File: src/rtl/blk_tdm_rx_pkg.sv
package blk_tdm_rx_pkg;

    localparam int DEF_SLOTS     = 384;
    localparam int DEF_SLOT_BITS = 32;
    localparam int DEF_LANES     = 2;

    typedef enum logic {
        ST_HUNT = 1'b0,
        ST_LOCK = 1'b1
    } rx_state_e;

    typedef struct packed {
        logic word_done;   // last bit of a slot is being sampled
        logic block_end;   // last bit of the final slot is being sampled
        logic early_sync;  // block start seen off the expected position
    } rx_evt_t;

    function automatic int idx_bits(input int n);
        return (n <= 1) ? 1 : $clog2(n);
    endfunction

endpackage

File: src/rtl/blk_tdm_rx_timing.sv
module blk_tdm_rx_timing
    import blk_tdm_rx_pkg::*;
#(
    parameter int SLOTS     = DEF_SLOTS,
    parameter int SLOT_BITS = DEF_SLOT_BITS,
    parameter int SW        = idx_bits(SLOTS),
    parameter int BW        = idx_bits(SLOT_BITS)
) (
    input  logic            clk,
    input  logic            rst,
    input  logic            fsync,
    output rx_state_e       state,
    output logic [BW-1:0]   bit_idx,
    output logic [SW-1:0]   slot_idx,
    output rx_evt_t         evt,
    output logic            sync_err
);

    localparam logic [BW-1:0] LAST_BIT  = BW'(SLOT_BITS - 1);
    localparam logic [SW-1:0] LAST_SLOT = SW'(SLOTS - 1);

    // Events for the bit being sampled on this edge
    always_comb begin
        evt.word_done  = (state == ST_LOCK) && (bit_idx == LAST_BIT);
        evt.block_end  = evt.word_done && (slot_idx == LAST_SLOT);
        evt.early_sync = fsync && (state == ST_LOCK) && !evt.block_end;
    end

    always_ff @(posedge clk) begin
        if (rst) begin
            state    <= ST_HUNT;
            bit_idx  <= '0;
            slot_idx <= '0;
            sync_err <= 1'b0;
        end else begin
            if (fsync) begin
                state    <= ST_LOCK;
                bit_idx  <= '0;
                slot_idx <= '0;
            end else if (state == ST_LOCK) begin
                if (bit_idx == LAST_BIT) begin
                    bit_idx  <= '0;
                    slot_idx <= (slot_idx == LAST_SLOT) ? '0 : slot_idx + 1'b1;
                end else begin
                    bit_idx <= bit_idx + 1'b1;
                end
            end
            if (evt.early_sync) begin
                sync_err <= 1'b1;
            end
        end
    end

    AST_SYNC_ALIGN: assert property (@(posedge clk) disable iff (rst)
        fsync |=> (state == ST_LOCK) && (bit_idx == '0) && (slot_idx == '0));

    AST_ERR_STICKY: assert property (@(posedge clk) disable iff (rst)
        sync_err |=> sync_err);

    AST_FREE_WRAP: assert property (@(posedge clk) disable iff (rst)
        ((state == ST_LOCK) && !fsync && (bit_idx == LAST_BIT) && (slot_idx == LAST_SLOT))
        |=> (slot_idx == '0));

    AST_SLOT_RANGE: assert property (@(posedge clk) disable iff (rst)
        slot_idx <= LAST_SLOT);

endmodule

File: src/rtl/blk_tdm_rx_lane.sv
module blk_tdm_rx_lane #(
    parameter int W = 32
) (
    input  logic         clk,
    input  logic         rst,
    input  logic         en,
    input  logic         din,
    output logic [W-1:0] word_nxt
);

    logic [W-1:0] shreg;

    // Word as it stands once the bit on din has been taken in
    assign word_nxt = {shreg[W-2:0], din};

    always_ff @(posedge clk) begin
        if (rst) begin
            shreg <= '0;
        end else if (en) begin
            shreg <= word_nxt;
        end
    end

    AST_LANE_MSB_FIRST: assert property (@(posedge clk) disable iff (rst)
        en |=> (shreg[0] == $past(din)));

endmodule

File: src/rtl/blk_tdm_rx.sv
module blk_tdm_rx
    import blk_tdm_rx_pkg::*;
#(
    parameter int SLOTS     = DEF_SLOTS,
    parameter int SLOT_BITS = DEF_SLOT_BITS,
    parameter int LANES     = DEF_LANES,
    localparam int SW       = idx_bits(SLOTS)
) (
    input  logic                       clk,
    input  logic                       rst,
    input  logic                       fsync,
    input  logic [LANES-1:0]           sdata,
    output logic                       word_valid,
    output logic [SW-1:0]              slot_idx,
    output logic [LANES*SLOT_BITS-1:0] word_data,
    output logic                       last_slot,
    output logic                       sync_err
);

    localparam int BW = idx_bits(SLOT_BITS);

    rx_state_e           t_state;
    logic [BW-1:0]       t_bit;
    logic [SW-1:0]       t_slot;
    rx_evt_t             t_evt;
    logic [LANES*SLOT_BITS-1:0] lane_nxt;

    blk_tdm_rx_timing #(
        .SLOTS     (SLOTS),
        .SLOT_BITS (SLOT_BITS),
        .SW        (SW),
        .BW        (BW)
    ) u_timing (
        .clk      (clk),
        .rst      (rst),
        .fsync    (fsync),
        .state    (t_state),
        .bit_idx  (t_bit),
        .slot_idx (t_slot),
        .evt      (t_evt),
        .sync_err (sync_err)
    );

    for (genvar g = 0; g < LANES; g++) begin : g_lane
        blk_tdm_rx_lane #(
            .W (SLOT_BITS)
        ) u_lane (
            .clk      (clk),
            .rst      (rst),
            .en       (t_state == ST_LOCK),
            .din      (sdata[g]),
            .word_nxt (lane_nxt[g*SLOT_BITS +: SLOT_BITS])
        );
    end

    always_ff @(posedge clk) begin
        if (rst) begin
            word_valid <= 1'b0;
            last_slot  <= 1'b0;
            slot_idx   <= '0;
            word_data  <= '0;
        end else begin
            word_valid <= t_evt.word_done;
            last_slot  <= t_evt.block_end;
            if (t_evt.word_done) begin
                slot_idx  <= t_slot;
                word_data <= lane_nxt;
            end
        end
    end

    AST_ONE_CYCLE_STROBE: assert property (@(posedge clk) disable iff (rst)
        word_valid |=> !word_valid);

    AST_LAST_WITH_WORD: assert property (@(posedge clk) disable iff (rst)
        last_slot |-> (word_valid && (slot_idx == SW'(SLOTS - 1))));

    AST_HUNT_SILENT: assert property (@(posedge clk) disable iff (rst)
        (t_state == ST_HUNT) |=> !word_valid);

endmodule

File: config.mk
export PLATFORM = sky130hd
export DESIGN_NAME = blk_tdm_rx
export DESIGN_NICKNAME = d
export VERILOG_FILES = /design/src/rtl/blk_tdm_rx_pkg.sv /design/src/rtl/blk_tdm_rx_timing.sv /design/src/rtl/blk_tdm_rx_lane.sv /design/src/rtl/blk_tdm_rx.sv
export SDC_FILE = /design/constraint.sdc
export NUM_CORES = 1
export LEC_CHECK = 0
export ABC_CLOCK_PERIOD_IN_PS = 2150
export BUFFER_PORTS_ARGS = -buffer_cell sky130_fd_sc_hd__buf_2
export CAP_MARGIN = 25
export CORE_MARGIN = 2
export CORE_UTILIZATION = 25
export CTS_BUF_LIST = sky130_fd_sc_hd__clkbuf_8
export DETAILED_ROUTE_END_ITERATION = 12
export PLACE_DENSITY = 0.49
export SLEW_MARGIN = 0
export SYNTH_ARGS = -nofsm -noshare
export SYNTH_HDL_FRONTEND = slang
export SYNTH_SLANG_ARGS = --single-unit
File: constraint.sdc
create_clock -name clk -period 2.15 [get_ports clk]
set_input_delay 0.215 -clock clk [delete_from_list [all_inputs] [get_ports clk]]
set_output_delay 0.215 -clock clk [all_outputs]
set_load 0.02 [all_outputs]
==> summary.txt <==
Yosys
  • Mux cell area share after synthesis: 12.2%
  • XOR/XNOR Fraction of Synth Area: 0.322%
  • FF+latch count, synth: 153
  • Largest family of logic cells by synthesized area: simple AND/OR/NAND/NOR gates
  • Warnings, synthesis: 0
  • Yosys top cell area share: 56.4%
  • Ys async rst share: 0%
  • Sequential-to-total area share from yosys stat: 56.4%
  • Ranking of synthesized cells by area: dfxtp_1 56%, mux2i_1 12%, nand2_1 10%
  • Synth unique cells: 28
  • Most used DFF post-synth: dfxtp_1
  • Post-synthesis simple-gate area fraction: 18.3%
  • Adder-cell area share of the yosys netlist: 0.691%
  • Cell Area, Synth: 0.00543 sq mm
  • Number of synthesized flops with an enable pin: 0
  • Syn_area_per_cell: 8.97 sq um
  • Compound-cell area share of the yosys netlist: 8.59%
  • Net count after synthesis: 614
  • Biggest area consumer among synthesized cells: dfxtp_1
  • Cell count after synthesis: 606

Placed design
  • Port bufs: 80
  • Placed Area: 0.00613 sq mm
  • Placed cell count: 929
  • GPL Wtd Cong: 0.721
  • Placed wire-length estimate: 7060 um

Global routing
  • Final global-route overflow total: 0
  • GR Util All Layers: 10.9%
  • Vias in the first global route: 3879
  • Initial antenna violation count: 0
  • Largest net degree at the start of global routing: 81
  • First-pass GRT wire length: 19600 um

Route
  • Initial DRC count: 213
  • Vias per cell: 4.33
  • DR WL/cell: 12.2 um
  • Via count: 4178
  • DRT Wirelength: 11800 um
  • Detailed Routing Iterations Pass 1: 4
  • ANT nets after route: 0
  • # DRC: 0

Layout
  • Share of cells above drive strength 1: 18.3%
  • Multi-input combinational cell area: 0.00218 sq mm
  • Post-route cell area: 0.00659 sq mm
  • Area Growth Syn to Fin: 21.2%
  • Nets: 684
  • Final Non-Filler Cells: 964
  • Reg area: 0.00307 sq mm
  • Filler cell count: 2238
  • Antenna cells: 0

Worst setup path
  • Required time of the critical path: 2.46 ns
  • Worst setup SP type: flip-flop
  • Crit path DAT: 2.16 ns
  • Worst flop-to-flop path startpoint: u_timing.bit_idx[0]$_SDFFE_PP0P_
  • Crit. End Element: flip-flop
  • Crit Path Category: reg -> reg
  • Worst Path Max Fanout: 7
  • Critical path origin: u_timing.bit_idx[0]$_SDFFE_PP0P_

Die
  • DIE AREA: 0.0229 sq mm
  • Initial core utilization: 25.7%
  • Die X-Extent: 151 um
  • Die height: 151 um
  • I/O pins: 81
  • Core Rows: 53
  • Core area: 0.0212 sq mm

STA
  • Tcrit/Tclk final: 85.9%
  • Crit path time final: 1.85 ns
  • Fin. Hold Viols: 0
  • Slew @ Worst Pin: 0.594 ns
  • Fin Clk Skew: 0.0166 ns
  • RSZ-0062 raised after global routing: false
  • Fmax: 0.541 GHz
  • Max transition margin: 60.0%
  • Slew Limit Fails: 0
  • Fin Setup TNS: 0 ns
  • # setup viols final: 0

Clock tree
  • Bufs on Longest Clock Path: 2
  • Clock buffer count from CTS: 17
  • CTS tree: done
  • Post-CTS resize count: 0
  • Clock slew at reported path FFs: 0.10 ns
  • Worst-Skew Late Latency: 0.45 ns
  • H-Tree Depth: 4
  • CTS sink cnt: 153
  • CTS root buf: clkbuf_8

Min path
  • Min-Delay Path Class: in -> reg
  • Hold_sp: rst

Power
  • PD cells: 810 mW/mm^2
  • Peak supply drop: 0.336 mV
  • Static Leak: 2.58 nW
  • Overall Power: 5.33 mW

Run status
  • Status: completed

Flow run
  • Maxcap violations: 0
-- power breakdown --
group	internal (mW)	leakage (nW)	total, mW	switching (mW)
Sequential	2.84	1.23	2.85	0.0146
Clock	1.19	0.209	2.33	1.14
Combinational	0.0579	1.14	0.153	0.0951
-- worst paths after layout --
kind                                                               end  slack (ns)  cells past startpoint
worst max-delay path                 u_timing.slot_idx[5]$_SDFFE_PP0N_        0.30                      7
worst min-delay path            g_lane[0].u_lane.shreg[5]$_SDFFE_PP0P_         0.1                      2
worst max register to register       u_timing.slot_idx[5]$_SDFFE_PP0N_        0.30                      7
worst min register to register              word_data[30]$_SDFFE_PP0N_        0.45                      2
-- cell families after synthesis --
kind of cell,Yosys count
AO/OA/AOI/OAI,91
flip-flops,153
AND/OR/NAND/NOR,247
buffers and inverters,44
adder cells (fa/ha/maj),3
XOR/XNOR,2
multiplexers,66
-- synth_stat cells (2+ instances only) --
cell / instances
or3_1: 5
nand3_1: 5
nand2_1: 151
o21ai_0: 7
dfxtp_1: 153
a21oi_1: 81
buf_2: 15
xor2_1: 2
nor2_1: 72
buf_1: 2
ha_1: 3
mux2i_1: 66
nand4_1: 3
nor3_1: 2
buf_4: 3
inv_1: 3
and2_1: 2
clkbuf_1: 21
-- cells in the final DEF, fill, tap and decap left out, types with 2 or more instances in the layout --
master           n
inv_1            3
buf_12           5
o21ai_0          7
or3_1            5
nand4_1          3
nand2_1        150
dfxtp_1        152
bufinv_16        3
clkbuf_8        18
dlygate4sd3_1    3
clkinv_2         3
buf_4            5
nor3_1           2
buf_2           79
a21oi_1         81
ha_1             3
clkinv_4         4
clkinvlp_4       2
inv_6            2
nand3_1          5
xor2_1           2
nor2_1          72
mux2i_1         66
-- flip-flops by register name, summed over array words and instances (netlist names) --
signal and cells:
u_timing.slot_idx 9, u_timing.bit_idx 5, word_data 64, g_lane.u_lane.shreg 62, u_timing.sync_err 1, u_timing.state 1
slot_idx 9, last_slot 1, word_valid 1
-- through the flow --
stage	util (%)	worst slack [ns]	hold slack [ns]
after floorplan	-	0.391	0.295
after global placement	29.0	0.343	0.440
after detailed placement	29.0	0.321	0.443
after CTS	31.1	0.314	0.0498
after global routing	31.1	0.111	0.0710
final	31.1	0.303	0.0982
-- area by class of cell --
| type | instances | area share [%] |
|---|---|---|
| clock buffer | 18 | 3.76 |
| clock inverter | 14 | 2.62 |
| inverter | 3 | 0.171 |
| multi-input combinational | 409 | 33.1 |
| sequential | 153 | 46.6 |
| tap | 275 | 5.23 |
| timing repair buffer | 92 | 8.55 |
-- repair_timing --
action                                 4_1_cts  5_1_grt
endpoints found under the hold margin        5        0
hold buffers                                 3        0
setup buffers                                0        0
-- worst max-delay path, cell delays in order, from the launching register on --
cell and delay, ns:
dfxtp_1 0.37, ha_1 0.18, and3_1 0.16, ha_1 0.20
buf_4 0.17, nand4_2 0.17, o41ai_1 0.39, a21oi_1 0.09
-- metal layers --
metal | wire length, um | GRT usage (%) | vias to the layer above
met2 | 5160 | 16.3 | 70
met3 | 534 | 3.83 | 10
met4 | 139 | 4.07 | 0
met5 | 0 | 0 | -
li1 | - | - | 2143
met1 | 5920 | 14.4 | 1955
Note: power is estimated with default switching activity, not from simulation.
